[config.mk]
export PLATFORM = sky130hd
export DESIGN_NAME = prio_vec_ctrl
export DESIGN_NICKNAME = d
export VERILOG_FILES = /design/src/rtl/pvc_pkg.sv /design/src/rtl/pvc_qualify.sv /design/src/rtl/pvc_arbiter.sv /design/src/rtl/pvc_hold.sv /design/src/rtl/pvc_status.sv /design/src/rtl/prio_vec_ctrl.sv
export SDC_FILE = /design/constraint.sdc
export NUM_CORES = 1
export LEC_CHECK = 0
export BUFFER_PORTS_ARGS = -buffer_cell sky130_fd_sc_hd__buf_4
export CELL_PAD_IN_SITES_DETAIL_PLACEMENT = 0
export CELL_PAD_IN_SITES_GLOBAL_PLACEMENT = 1
export CORE_MARGIN = 4
export CORE_UTILIZATION = 25
export CTS_CLUSTER_SIZE = 30
export DETAILED_ROUTE_END_ITERATION = 16
export PLACE_DENSITY_LB_ADDON = 0.1
export SLEW_MARGIN = 20
export SYNTH_ARGS = -nofsm -noshare
export SYNTH_HDL_FRONTEND = slang
export SYNTH_SLANG_ARGS = --single-unit
[constraint.sdc]
create_clock -name clk -period 1.9 [get_ports clk]
set_input_delay 0.285 -clock clk [delete_from_list [all_inputs] [get_ports clk]]
set_output_delay 0.285 -clock clk [all_outputs]
set_load 0.005 [all_outputs]
[src/rtl/pvc_pkg.sv]
package pvc_pkg;
  localparam int NHW    = 6;
  localparam int ADDR_W = 16;

  typedef enum logic [1:0] {
    K_NONE = 2'd0,
    K_RST  = 2'd1,
    K_SWI  = 2'd2,
    K_HW   = 2'd3
  } kind_t;

  // Control bits that mask when set (IRQ and keyboard); the others enable.
  localparam logic [NHW-1:0] SET_MASKS = 6'b010001;

  localparam logic [ADDR_W-1:0] VEC_RST = 16'hFFFE;
  localparam logic [ADDR_W-1:0] VEC_SWI = 16'hFFFC;

  function automatic logic [ADDR_W-1:0] hw_vector(input int idx);
    logic [ADDR_W-1:0] v;
    case (idx)
      0:       v = 16'hFFFA;
      1:       v = 16'hFFF6;
      2:       v = 16'hFFF4;
      3:       v = 16'hFFF2;
      4:       v = 16'hFFE0;
      default: v = 16'hFFDE;
    endcase
    return v;
  endfunction

  function automatic int status_bit(input int idx);
    int b;
    case (idx)
      0:       b = 1;
      1:       b = 3;
      2:       b = 4;
      3:       b = 5;
      4:       b = 14;
      default: b = 15;
    endcase
    return b;
  endfunction

  function automatic logic [NHW-1:0] qualify(input logic [NHW-1:0] flag,
                                             input logic [NHW-1:0] ctl);
    return flag & (ctl ^ SET_MASKS);
  endfunction
endpackage

[src/rtl/pvc_qualify.sv]
module pvc_qualify
  import pvc_pkg::*;
(
  input  logic [NHW-1:0] src_flag,
  input  logic [NHW-1:0] src_ctl,
  input  logic           i_mask,
  output logic [NHW-1:0] qual,
  output logic [NHW-1:0] elig
);
  assign qual = qualify(src_flag, src_ctl);
  assign elig = qual & {NHW{~i_mask}};
endmodule

[src/rtl/pvc_arbiter.sv]
module pvc_arbiter
  import pvc_pkg::*;
(
  input  logic              swi_req,
  input  logic [NHW-1:0]    elig,
  output logic              cand_valid,
  output kind_t             cand_kind,
  output logic [ADDR_W-1:0] cand_vec
);
  localparam int IDX_W = $clog2(NHW);

  logic             hw_any;
  logic [IDX_W-1:0] hw_idx;

  always_comb begin
    hw_idx = '0;
    for (int i = NHW - 1; i >= 0; i--) begin
      if (elig[i]) hw_idx = IDX_W'(i);
    end
  end

  assign hw_any     = |elig;
  assign cand_valid = swi_req | hw_any;
  assign cand_kind  = swi_req ? K_SWI : K_HW;
  assign cand_vec   = swi_req ? VEC_SWI : hw_vector(int'(hw_idx));
endmodule

[src/rtl/pvc_hold.sv]
module pvc_hold
  import pvc_pkg::*;
(
  input  logic              clk,
  input  logic              rst_n,
  input  logic              rst_req,
  input  logic              boundary,
  input  logic              ack,
  input  logic              cand_valid,
  input  kind_t             cand_kind,
  input  logic [ADDR_W-1:0] cand_vec,
  output logic              held,
  output kind_t             held_kind,
  output logic [ADDR_W-1:0] held_vec,
  output logic              take_evt,
  output logic              load_evt
);
  assign take_evt = held & ack & ~rst_req;
  assign load_evt = ~held & boundary & cand_valid & ~rst_req;

  always_ff @(posedge clk or negedge rst_n) begin
    if (!rst_n) begin
      held      <= 1'b0;
      held_kind <= K_NONE;
      held_vec  <= '0;
    end else if (rst_req) begin
      held      <= 1'b1;
      held_kind <= K_RST;
      held_vec  <= VEC_RST;
    end else if (take_evt) begin
      held      <= 1'b0;
      held_kind <= K_NONE;
    end else if (load_evt) begin
      held      <= 1'b1;
      held_kind <= cand_kind;
      held_vec  <= cand_vec;
    end
  end
endmodule

[src/rtl/pvc_status.sv]
module pvc_status
  import pvc_pkg::*;
#(
  parameter int REG_W = 8,
  parameter int NREG  = 3
) (
  input  logic [NHW-1:0]        qual,
  output logic [NREG*REG_W-1:0] flat
);
  always_comb begin
    flat = '0;
    for (int g = 0; g < NHW; g++) begin
      flat[status_bit(g)] = qual[g];
    end
  end
endmodule

[src/rtl/prio_vec_ctrl.sv]
module prio_vec_ctrl
  import pvc_pkg::*;
#(
  parameter int REG_W = 8
) (
  input  logic              clk,
  input  logic              rst_n,
  input  logic              rst_req,
  input  logic              swi_req,
  input  logic              boundary,
  input  logic              ack,
  input  logic              i_mask,
  input  logic [NHW-1:0]    src_flag,
  input  logic [NHW-1:0]    src_ctl,
  output logic              take_req,
  output logic [1:0]        take_kind,
  output logic [ADDR_W-1:0] vec_addr,
  output logic              stack_pc_minus1,
  output logic              set_imask,
  output logic [REG_W-1:0]  stat1,
  output logic [REG_W-1:0]  stat2,
  output logic [REG_W-1:0]  stat3
);
  localparam int NREG = 3;

  logic [NHW-1:0]         qual, elig;
  logic                   cand_valid;
  kind_t                  cand_kind, held_kind;
  logic [ADDR_W-1:0]      cand_vec, held_vec;
  logic                   held, take_evt, load_evt;
  logic [NREG*REG_W-1:0]  flat;

  pvc_qualify u_qual (
    .src_flag(src_flag), .src_ctl(src_ctl), .i_mask(i_mask),
    .qual(qual), .elig(elig)
  );

  pvc_arbiter u_arb (
    .swi_req(swi_req), .elig(elig),
    .cand_valid(cand_valid), .cand_kind(cand_kind), .cand_vec(cand_vec)
  );

  pvc_hold u_hold (
    .clk(clk), .rst_n(rst_n), .rst_req(rst_req), .boundary(boundary),
    .ack(ack), .cand_valid(cand_valid), .cand_kind(cand_kind),
    .cand_vec(cand_vec), .held(held), .held_kind(held_kind),
    .held_vec(held_vec), .take_evt(take_evt), .load_evt(load_evt)
  );

  pvc_status #(.REG_W(REG_W), .NREG(NREG)) u_stat (
    .qual(qual), .flat(flat)
  );

  assign take_req        = held;
  assign take_kind       = held_kind;
  assign vec_addr        = held_vec;
  assign stack_pc_minus1 = held & (held_kind == K_HW);
  assign set_imask       = take_evt;
  assign stat1           = flat[REG_W-1:0];
  assign stat2           = flat[2*REG_W-1:REG_W];
  assign stat3           = flat[3*REG_W-1:2*REG_W];
endmodule

# [Yosys cells after proc, flatten, opt, wreduce, memory -nomap -nowiden]
# Cells that the tools add are included.
[word_totals] regBits=19 in_bits=19 output_inout_bits=45 wordCells=45
[op_classes] eq_ne=6 muxes=18 bitwise=13 n_reduce_logical=5
[op_table] operator="$mux 16" count=3
[op_table] operator="$pmux 6 s5" count=1
[op_table] operator="$mux 3" count=6
[op_table] operator="$and 6x6->6" count=2
[op_table] operator="$and 1x1->1" count=6
[op_table] operator="$eq 3x2->1 const B" count=2
[op_table] operator="$mux 2" count=3
[op_table] operator="$mux 6" count=1
[op_table] operator="$reduce_or 6->1" count=1
[op_table] operator="$mux 1" count=4
[op_table] operator="$eq 3x1->1 const B" count=1
[op_table] operator="$eq 3x3->1 const B" count=1
[op_table] operator="$logic_not 3->1" count=1
[op_table] operator="$not 1->1" count=3
[op_table] operator="$reduce_bool 3->1" count=1
[op_table] operator="$eq 2x2->1 const B" count=1
[op_table] operator="$ne 2x2->1 const B" count=1
[op_table] operator="$not 2->2" count=1
[op_table] operator="$reduce_and 2->1" count=1
[op_table] operator="$reduce_bool 2->1" count=1
[op_table] operator="$or 1x1->1" count=1

# [Logic depth before layout (Yosys ltp)]
# Gate-level depths: netlist of the first run.
[depth] word_depth=15 depth_mapped=6 mapped_depth_nobuf=6

# [Cells and area by module]
# A second synthesis of the first run with hierarchy kept.
[unflattened] hier_cells=121 area_unflattened_um2=1212.4
[by_module_without_submodules] mod="pvc_hold" n_inst=1 cells_each=54 area_each_um2=750.7 seq_area_each_um2=475.5
[by_module_without_submodules] mod="pvc_arbiter" n_inst=1 cells_each=29 area_each_um2=183.9 seq_area_each_um2=0.0
[by_module_without_submodules] mod="pvc_status" n_inst=1 cells_each=25 area_each_um2=183.9 seq_area_each_um2=0.0
[by_module_without_submodules] mod="pvc_qualify" n_inst=1 cells_each=12 area_each_um2=87.6 seq_area_each_um2=0.0
[by_module_without_submodules] mod="prio_vec_ctrl" n_inst=1 cells_each=1 area_each_um2=6.3 seq_area_each_um2=0.0

# [Least setup slack after synthesis of the first run]
# Ideal clock, no wire load.
[synth_timing] path_type="in2reg" from="input port src_flag[2]" to="register u_hold.held_vec[2]" setup_time_ns=0.124 t_arrival_ns=1.446 t_required_ns=1.776 setup_slack_ns=0.330 cell_stages=5 n_path_buf=0 path_cell_list="a222oi_1 -> a41oi_1 -> o21bai_4 -> nor2_1 -> a211o_1"
[synth_between] elab_chain_len=11 elab_cells_between_ends=21 cone_classes="eq/ne (4); mux (8); bitwise (5); reduce/logical (4)"
[synth_rtl] item="from (decl)" line_no="prio_vec_ctrl.sv:13" source="input logic [NHW-1:0] src_flag,"
[synth_rtl] item="$and 6x6->6 *" line_no="pvc_pkg.sv:46" source="return flag & (ctl ^ SET_MASKS);"
[synth_rtl] item="$and 6x6->6 *" line_no="pvc_qualify.sv:11" source="assign elig = qual & {NHW{~i_mask}};"
[synth_rtl] item="$mux 3 (3 in series)" line_no="pvc_arbiter.sv:18" source="if (elig[i]) hw_idx = IDX_W'(i);"
[synth_rtl] item="$eq 3x3->1, or another cell as far along" line_no="pvc_pkg.sv:20" source="case (idx)"
[synth_rtl] item="$pmux 6 s5" line_no="pvc_pkg.sv:20"
[synth_rtl] item="$mux 6" line_no="pvc_arbiter.sv:25" source="assign cand_vec = swi_req ? VEC_SWI : hw_vector(int'(hw_idx));"
[synth_rtl] item="$mux 16" line_no="pvc_hold.sv:33" source="end else if (load_evt) begin"
[synth_rtl] item="$mux 16" line_no="pvc_hold.sv:30" source="end else if (take_evt) begin"
[synth_rtl] item="$mux 16" line_no="pvc_hold.sv:26" source="end else if (rst_req) begin"
[synth_rtl] item="to (signal assigned)" line_no="pvc_hold.sv:36" source="held_vec <= cand_vec;"
[synth_rtl] item="to (decl)" line_no="pvc_hold.sv:14" source="output logic [ADDR_W-1:0] held_vec,"
# Mark *: on every way between the ends. The rest lies on a longest branch, timed or not. The select of a mux whose other input is x is not followed.
# A chain may end at the register's enable or synchronous reset.

# [Final worst setup path of the first run]
[layout_timing] from="input port src_flag[2]" to="register u_hold.held_vec[14]"
[layout_between] elab_chain_len=8
[layout_rtl] item="$and 6x6->6" line_no="pvc_pkg.sv:46"
[layout_rtl] item="$and 6x6->6" line_no="pvc_qualify.sv:11"
[layout_rtl] item="$reduce_or 6->1" line_no="pvc_arbiter.sv:22" source="assign hw_any = |elig;"
[layout_rtl] item="$or 1x1->1" line_no="pvc_arbiter.sv:23" source="assign cand_valid = swi_req | hw_any;"
[layout_rtl] item="$and 1x1->1 (2 in series)" line_no="pvc_hold.sv:19" source="assign load_evt = ~held & boundary & cand_valid & ~rst_req;"
[layout_rtl] item="$reduce_bool 2->1 (no source line)"
[layout_rtl] item="$reduce_and 2->1 (no source line)"
# No other way between the ends.

==> qor.yml, run 1 <==
global_route:
  grt_max_degree: 12
  grt_antenna_before_repair: 0
  grt_overflow: 0
  grt_pass1_vias: 708
  grt_pass1_wl_um: 3332
  gr-usage-all-layers_pct: 10.12
yosys:
  synth_area_leaders: "dfrtp_1 (29%), buf_4 (27%), inv_1 (3.9%)"
  synthArstFlopShare_pct: 100.0
  synthCells: 92
  synthFlopType: "dfrtp_1"
  synth_top_area_share_pct: 29.27
  yosys_warnings: 0
  ys_seq_area_share_pct: 29.27
  yosysTopAreaCell: "dfrtp_1"
  synthTopCellsByCount: "buf_4 (28), dfrtp_1 (9), inv_1 (8), nand2_1 (8)"
  synth-seq-cells: 9
  synthDistinctLibCells: 32
  netlist_area_um2: 769.5
  avgSynthCellArea_um2: 8.364
  synth_edf_count: 0
  yosysMostFrequentCell: "buf_4"
detailed_routing:
  routed-via-count: 688
  wirelength_um: 1962
  avgViaCountPerCell: 4.170
  wire_per_inst_um: 11.89
  drt_iter0_drc: 24
  route.detailed.drc: 0
  drt.antenna.violating_nets: 0
  drt_first_pass_iters: 5
clock_network:
  cts_setup_buffers: 0
  cts.sinks: 9
  cts_tree: "done"
  clkSlewWorstSetupHoldPaths_ps: 60
  h-tree-depth: 1
  root_buffer: "clkbuf_4"
  cts_resized: 0
  cts_buffers: 3
  cts_hold_buffers: 1
  clock_latency_ps: 250
  clk_path_buf_depth: 2
final_layout:
  layout.nets: 154
  area.growth.synth_to_final_pct: 37.07
  drive_gt1_share_pct: 39.55
  final_area_mm2: 0.001055
  diodes: 0
die:
  coreArea_mm2: 0.002853
  ios: 64
  die_h_um: 63.48
  row_count: 19
  dieWidth_um: 63.48
  initial_core_util_pct: 26.97
  dieArea_mm2: 0.004030
critical_path:
  worstReg2RegStart: "u_hold.held"
  rr_worst_depth: 5
  worstPathRequired_ps: 2040
  r2r_slack_ps: 350
  cp-start-kind: "input port"
  setup.worst_path.class: "in -> reg"
  cp_max_fo: 4
  reg2reg_to: "u_hold.held_vec[5]"
  end_kind: "flip-flop"
  critPathArrivalTime_ps: 1710
sta:
  finalCritPeriodShare_pct: 82.63
  final_max_slew_viol_count: 0
  rsz0062_at_grt: "false"
  min_period_ps: 1570
  finalSetupTns_ps: 0
  fmax_mhz: 636.9
  hold_viol: 0
  finalSetupViolations: 0
  fin_skew_ps: 0.09542
min_path:
  holdPathStages: 2
  min_from: "ack"
  min_to: "u_hold.held_kind[1]"
  hold_path.class: "in -> reg"
placement:
  hpwlAfterDp_um: 1669
  placed_cell_area_mm2: 0.001018
  numPortBuffers: 44
  gp_congestion: 0.7755
power:
  vdd_ir_drop_max_mv: 0.2026
  p_leak_nw: 0.5427
  power.density_mw_per_mm2: 464.4
run_status:
  outcome: "complete, no violations"
run:
  maxCapViolCount: 0
power breakdown:
| part | internal, mW | switching [mW] |
|---|---|---|
| Combinational | 0.0719 | 0.0698 |
| Clock | 0.0808 | 0.0640 |
| Sequential | 0.199 | 0.00433 |
critical path, cell delays in order:
cell and delay [ps]:
buf_4 120, a222oi_1 480, a41oi_1 270, o21bai_4 220, nand2b_2 120, or2_1 220
stage by stage:
step	util, %	setup slack [ps]	power [mW]	hold slack [ps]	cells
after floorplan	-	330.2	0.2952	-10.59	110
after global placement	35.70	68.25	0.3492	118.9	160
after detailed placement	35.70	31.54	0.3474	119.2	160
after CTS	36.97	309.8	0.5004	238.3	165
after global routing	36.97	172.4	0.5311	254.9	165
final	36.97	330.0	0.4898	248.5	165
layout make-up:
| class | instances | area (µm²) |
|---|---|---|
| repair buffers | 48 | 362.8 |
| flip-flops and latches | 9 | 225.2 |
| clock buffers | 4 | 26.28 |
| fillers | 301 | 1798 |
| multi-input cells | 65 | 371.6 |
| well taps | 31 | 38.79 |
| inverters | 8 | 30.03 |
routing by layer:
metal	GRT usage, %	share of wire, %	up-vias
li1	-	-	348
met1	12.74	41	302
met2	16.56	48	36
met3	4.440	10	2
met4	0.8086	0.46	0
met5	0	0	-
cell families (layout without fill, tap and decap cells):
kind of cell	Yosys count	in the layout	share of synthesized area [%]
buffers and inverters	36	60	31.22
AND/OR/NAND/NOR	25	25	17.23
AO/OA/AOI/OAI	20	20	20.49
flip-flops	9	9	29.27
other	1	19	0.4873
multiplexers	1	1	1.301
flip-flops by register name (all words and copies together), names as in the netlist:
signal	count
u_hold.held_kind	2
u_hold.held_vec	6
u_hold.held	1
worst max path at each step:
stage	cells past startpoint	start	endpoint
4_1_cts	6	src_flag[2]	u_hold.held_vec[14]
6_report	6	src_flag[2]	u_hold.held_vec[14]
5_1_grt	6	src_flag[2]	u_hold.held_vec[5]
3_3_place_gp	6	src_flag[2]	u_hold.held_vec[2]
3_5_place_dp	6	src_flag[2]	u_hold.held_vec[14]
2_1_floorplan	5	src_flag[2]	u_hold.held_vec[2]
cell usage in the layout (no fill, tap or decap):
master and n:
a211o_1 1, clkbuf_1 1, inv_1 8, nor2_1 4, nor3_1 1, nand2_1 8, nor4bb_1 1, nand2b_2 1
a222oi_1 1, dfrtp_1 9, o211ai_1 1, o41a_1 1, o21ai_0 3, a221oi_1 1, o22ai_1 1, mux2i_1 1
conb_1 19, nand3b_1 1, and2_2 1, dlygate4sd3_1 1, nand2b_1 4, o21a_1 1, buf_4 47, and2_1 1
a2bb2oi_1 1, a41oi_1 1, a22oi_1 1, o31ai_1 1, or2_1 2, o21bai_4 1, a21oi_1 3, a32oi_1 1
clkbuf_4 3, nand3_1 1, a21o_1 1
No activity file was read; power rests on OpenSTA's default activity.
==> inputs of run 2 (changes only) <==
--- a/config.mk
+++ b/config.mk
@@ -5,11 +5,12 @@
 export SDC_FILE = /design/constraint.sdc
 export NUM_CORES = 1
 export LEC_CHECK = 0
+export ABC_AREA = 1
 export BUFFER_PORTS_ARGS = -buffer_cell sky130_fd_sc_hd__buf_4
 export CELL_PAD_IN_SITES_DETAIL_PLACEMENT = 0
 export CELL_PAD_IN_SITES_GLOBAL_PLACEMENT = 1
 export CORE_MARGIN = 4
-export CORE_UTILIZATION = 25
+export CORE_UTILIZATION = 22
 export CTS_CLUSTER_SIZE = 30
 export DETAILED_ROUTE_END_ITERATION = 16
 export PLACE_DENSITY_LB_ADDON = 0.1
==> constraint.sdc (replaced) <==
create_clock -name clk -period 1.3 [get_ports clk]
set_input_delay 0.195 -clock clk [delete_from_list [all_inputs] [get_ports clk]]
set_output_delay 0.195 -clock clk [all_outputs]
set_load 0.005 [all_outputs]
==> run 2 against run 1 <==
  * Synthesized cell count grew 29%
  * Worst setup slack worse by 190 ps
  * Non-clock buffer count decreased by 1
  * Global-route usage down 2.2 points
  * Die area grew 15%
  * Worst hold slack worse by 95 ps
  * Register-to-register slack got worse by 190 ps
  * Critical path depth fell by 3
  * Utilization down 4.8 points
  * Clock power rose by 47%
  * Critical endpoint is now set_imask
  * Largest cell class unchanged
==> qor.yml, run 2 <==
clock_network:
  h-tree-depth: 1
  clkSlewWorstSetupHoldPaths_ps: 60
  cts.sinks: 9
  clock_latency_ps: 260
  cts_buffers: 3
  cts_tree: "done"
  clk_path_buf_depth: 2
  cts_setup_buffers: 0
  root_buffer: "clkbuf_4"
final_layout:
  layout_common_cells: "buf_4 (46), nand2_1 (29), conb_1 (19), inv_1 (17), nor2_1 (14)"
  drive_gt1_share_pct: 34.38
  top_register: "u_hold.held_vec"
  fillers: 392
  largest_register_ffs: 6
  final_area_mm2: 0.001097
  mostFrequentLayoutCell: "buf_4"
  layout.nets: 180
  diodes: 0
  top_regs: "u_hold.held_vec (6), u_hold.held_kind (2), u_hold.held (1)"
  area.growth.synth_to_final_pct: 37.89
critical_path:
  end_kind: "output pin"
  worstPathRequired_ps: 1110
  cp-start-kind: "flip-flop"
  cp_max_fo: 4
  critPathArrivalTime_ps: 960
  setup.worst_path.class: "reg -> out"
sta:
  fmax_mhz: 864.2
  final_max_slew_viol_count: 0
  min_period_ps: 1157
  fin_skew_ps: 5.535
  finalSetupViolations: 0
  finalSetupTns_ps: 0
  hold_viol: 0
  finalCritPeriodShare_pct: 89.01
  rsz0062_at_grt: "false"
yosys:
  synthCells: 119
  yosysTopAreaCell: "dfrtp_1"
  synth_top_area_share_pct: 28.30
  synth_area_leaders: "dfrtp_1 (28%), buf_4 (26%), nand2_1 (14%)"
  synthDistinctLibCells: 16
  yosys_warnings: 0
  synthFlopType: "dfrtp_1"
  synthTopCellsByCount: "nand2_1 (29), buf_4 (28), inv_1 (18), nor2_1 (14), dfrtp_1 (9)"
  synth-seq-cells: 9
  synth_edf_count: 0
  yosysMostFrequentCell: "nand2_1"
  synthArstFlopShare_pct: 100.0
  ys_seq_area_share_pct: 28.30
  netlist_area_um2: 795.8
  avgSynthCellArea_um2: 6.687
power:
  power.density_mw_per_mm2: 668.6
  power_mw: 0.7336
  p_leak_nw: 0.6385
  vdd_ir_drop_max_mv: 0.1452
global_route:
  gr-usage-all-layers_pct: 7.931
  grt_pass1_vias: 674
  grt_antenna_before_repair: 0
  grt_overflow: 0
  grt_max_degree: 12
  grt_pass1_wl_um: 2829
detailed_routing:
  met3_length_um: 205
  drt_first_pass_iters: 2
  route.detailed.drc: 0
  top_layer: "met4"
  drt_iter0_drc: 13
  avgViaCountPerCell: 3.534
  drt.antenna.violating_nets: 0
  drt-met1-wl_um: 756
  wirelength_um: 1873
  wire_per_inst_um: 9.092
  dr_wl_met2_um: 904
  routed-via-count: 728
die:
  row_count: 21
  die_h_um: 68.14
  ios: 64
  coreArea_mm2: 0.003416
  dieArea_mm2: 0.004643
  dieWidth_um: 68.14
  initial_core_util_pct: 23.30
run:
  maxCapViolCount: 0
placement:
  gp_congestion: 0.6756
  numPortBuffers: 44
  placed_cell_area_mm2: 0.001056
  hpwlAfterDp_um: 1706
run_status:
  outcome: "complete, no violations"
min_path:
  hold_path.class: "in -> reg"
## run 2: changes by cell type after synthesis, sizes merged, moves of 2 or more
cell	change
nand2	+22
inv	+11
nor2	+10
nand3	+6
nand2b	-5
and2	-2
## run 2: final timing paths
path,to,startpoint,slack [ps],depth (start not counted)
setup / recovery,set_imask,u_hold.held,140,3
hold / removal,u_hold.held,ack,150,2
setup reg to reg,u_hold.held_vec[2],u_hold.held,160,7
hold reg to reg,u_hold.held_vec[1],u_hold.held_vec[1],510,2
max in group asynchronous,u_hold.held_kind[0],rst_n,870,2
min in group asynchronous,u_hold.held_vec[4],rst_n,290,2
## run 2: cell families after synthesis
group	count (synthesis)	synth area share [%]
simple gates	54	28.77
buf+inv	47	35.38
flops	9	28.30
compound gates	8	7.075
other cells	1	0.4712
## run 2: timing repair
item / in CTS / in global routing
hold buffers: 1 / 0
endpoints found under the hold margin: 9 / 0
gates resized for setup: 0 / 3
endpoints found under the setup margin: 0 / 2
## run 2: final cells by class
cell class                      instances  area [µm²]  area share (%)
Clock buffer                            4       26.28           2.395
Inverter                               19       71.32           6.499
Multi-Input combinational cell         81       361.6           32.95
Sequential cell                         9       225.2           20.52
Tap cell                               46       57.56           5.245
Timing Repair Buffer                   47       355.3           32.38
## run 2: layer usage
metal | track usage (%) | vias up
li1 | - | 394
met1 | 9.360 | 297
met2 | 13.96 | 35
met3 | 1.642 | 2
met4 | 2.978 | 0
met5 | 0 | -
## run 2: critical path, stage by stage (launching register included)
cell	delay, ps
dfrtp_1	370
inv_2	70
nor3_2	130
buf_4	140
## run 2: through the flow
step	cells	hold slack (ps)	setup WS (ps)	utilization, %
floorplan	137	-100.6	204.9	-
global placement	201	26.80	33.67	30.92
detailed placement	201	27.92	30.82	30.92
CTS	206	143.7	0.6167	31.98
global route	206	156.0	38.18	32.12
finish	206	153.5	142.8	32.12
## run 2: power breakdown
| group | internal [mW] | total [mW] | switching (mW) |
|---|---|---|---|
| clock network | 0.118 | 0.213 | 0.0947 |
| logic | 0.106 | 0.218 | 0.112 |
| registers | 0.294 | 0.303 | 0.00914 |
==> inputs of run 3 (changes only) <==
--- a/config.mk
+++ b/config.mk
@@ -14,6 +14,7 @@
 export CTS_CLUSTER_SIZE = 30
 export DETAILED_ROUTE_END_ITERATION = 16
 export PLACE_DENSITY_LB_ADDON = 0.1
+export REMOVE_ABC_BUFFERS = 1
 export SLEW_MARGIN = 20
 export SYNTH_ARGS = -nofsm -noshare
 export SYNTH_HDL_FRONTEND = slang
==> run 3 against run 2 <==
  * Combinational power grew 5%
  * Fmax decreased by 4.3%
  * Final cell count grew 0.97%
  * Final area up 1.9%
  * Critical endpoint unchanged
  * Largest cell class is now buffers
==> qor.yml, run 3 (same netlist as run 2, synthesis figures left out) <==
critical_path:
  cp_max_fo: 4
  end_kind: "output pin"
  critPathArrivalTime_ps: 1010
  setup.worst_path.class: "reg -> out"
  cp-start-kind: "flip-flop"
  worstPathRequired_ps: 1110
sta:
  timing.hold.ws_ps: 150.8
  fin_ws_ps: 91.41
  min_period_ps: 1209
  finalSetupTns_ps: 0
  finalCritPeriodShare_pct: 92.97
  finalSetupViolations: 0
  rsz0062_at_grt: "false"
  fin_skew_ps: 5.345
  fmax_mhz: 827.4
  hold_viol: 0
  final_max_slew_viol_count: 0
final_layout:
  mostFrequentLayoutCell: "buf_4"
  layout.nets: 182
  largest_register_ffs: 6
  top_register: "u_hold.held_vec"
  drive_gt1_share_pct: 35.19
  top_regs: "u_hold.held_vec (6), u_hold.held_kind (2), u_hold.held (1)"
  regArea_um2: 225.2
  layout_common_cells: "buf_4 (48), nand2_1 (29), conb_1 (19), inv_1 (17), nor2_1 (14)"
  fillers: 390
  diodes: 0
  multi_input_area_um2: 367.9
  area.growth.synth_to_final_pct: 40.57
clock_network:
  clkSlewWorstSetupHoldPaths_ps: 60
  clk_path_buf_depth: 2
  h-tree-depth: 1
  root_buffer: "clkbuf_4"
  cts.sinks: 9
  cts_buffers: 3
  cts_tree: "done"
  clock_latency_ps: 250
die:
  row_count: 21
  ios: 64
  dieArea_mm2: 0.004643
  dieWidth_um: 68.14
  initial_core_util_pct: 23.30
  die_h_um: 68.14
  coreArea_mm2: 0.003416
detailed_routing:
  routed-via-count: 766
  avgViaCountPerCell: 3.683
  wire_per_inst_um: 8.933
  route.detailed.drc: 0
  drt_iter0_drc: 19
  drt.antenna.violating_nets: 0
  wirelength_um: 1858
  drt_first_pass_iters: 4
global_route:
  grt_pass1_wl_um: 2704
  grt_antenna_before_repair: 0
  gr-usage-all-layers_pct: 7.669
  met3_usage_pct: 2.956
  grt_max_degree: 12
  gr-max-usage-layer: "met2"
  grt_pass1_vias: 659
  grt_overflow: 0
  met2_usage_pct: 12.64
  grt_util_met1_pct: 9.496
placement:
  dp_slack_ps: 23.28
  numPortBuffers: 44
  gp_congestion: 0.7411
  hpwlAfterDp_um: 1669
run_status:
  outcome: "complete, no violations"
power:
  power.density_mw_per_mm2: 660.3
  p_leak_nw: 0.6501
  vdd_ir_drop_max_mv: 0.3273
run:
  maxCapViolCount: 0
min_path:
  hold_path.class: "in -> reg"
==> run 3: layer usage <==
| metal | share of wire (%) | up-vias |
|---|---|---|
| li1 | - | 398 |
| met3 | 11 | 2 |
| met2 | 47 | 41 |
| met4 | 1.0 | 0 |
| met1 | 41 | 325 |
| met5 | 0 | - |
==> run 3: cell type report <==
cell class | count | share of cell area, %
Tap cell | 46 | 5.145
Clock buffer | 4 | 2.349
Multi-Input combinational cell | 81 | 32.89
Timing Repair Buffer | 49 | 33.11
Sequential cell | 9 | 20.13
Inverter | 19 | 6.376
==> run 3: final timing paths <==
kind                       depth (start not counted)  slack, ps                start                   to
setup reg to reg                                   7        150          u_hold.held   u_hold.held_vec[2]
hold reg to reg                                    2        510  u_hold.held_kind[0]  u_hold.held_kind[0]
min in group asynchronous                          2        290                rst_n   u_hold.held_vec[4]
setup / recovery                                   3         90          u_hold.held            set_imask
hold / removal                                     2        150                  ack          u_hold.held
max in group asynchronous                          2        870                rst_n  u_hold.held_vec[14]
==> run 3: where the power goes <==
group	internal, mW	total, mW	switching, mW
sequential	0.294	0.303	0.00887
combinational	0.112	0.228	0.116
clock	0.118	0.207	0.0895
==> run 3: through the flow <==
stage | util (%) | cell area (µm²) | instances | total power, mW
after global placement | 30.92 | 1056 | 201 | 0.5265
after CTS | 32.12 | 1097 | 206 | 0.7383
after global routing | 32.75 | 1119 | 208 | 0.8043
after floorplan | - | 653.1 | 109 | 0.4108
final | 32.75 | 1119 | 208 | 0.7386
after detailed placement | 30.92 | 1056 | 201 | 0.5255
==> run 3: worst max-delay path: stages, from the launching register on <==
cell and delay (ps):
dfrtp_1 360, inv_2 70, nor3_4 200, buf_4 140
==> run 3: what timing repair did <==
action                                  CTS  global route
pin swaps                                 0             1
buffers inserted                          0             2
hold endpoints to repair                  9             0
resized for setup                         1             2
endpoints found under the setup margin    1             2
hold buffers                              1             0
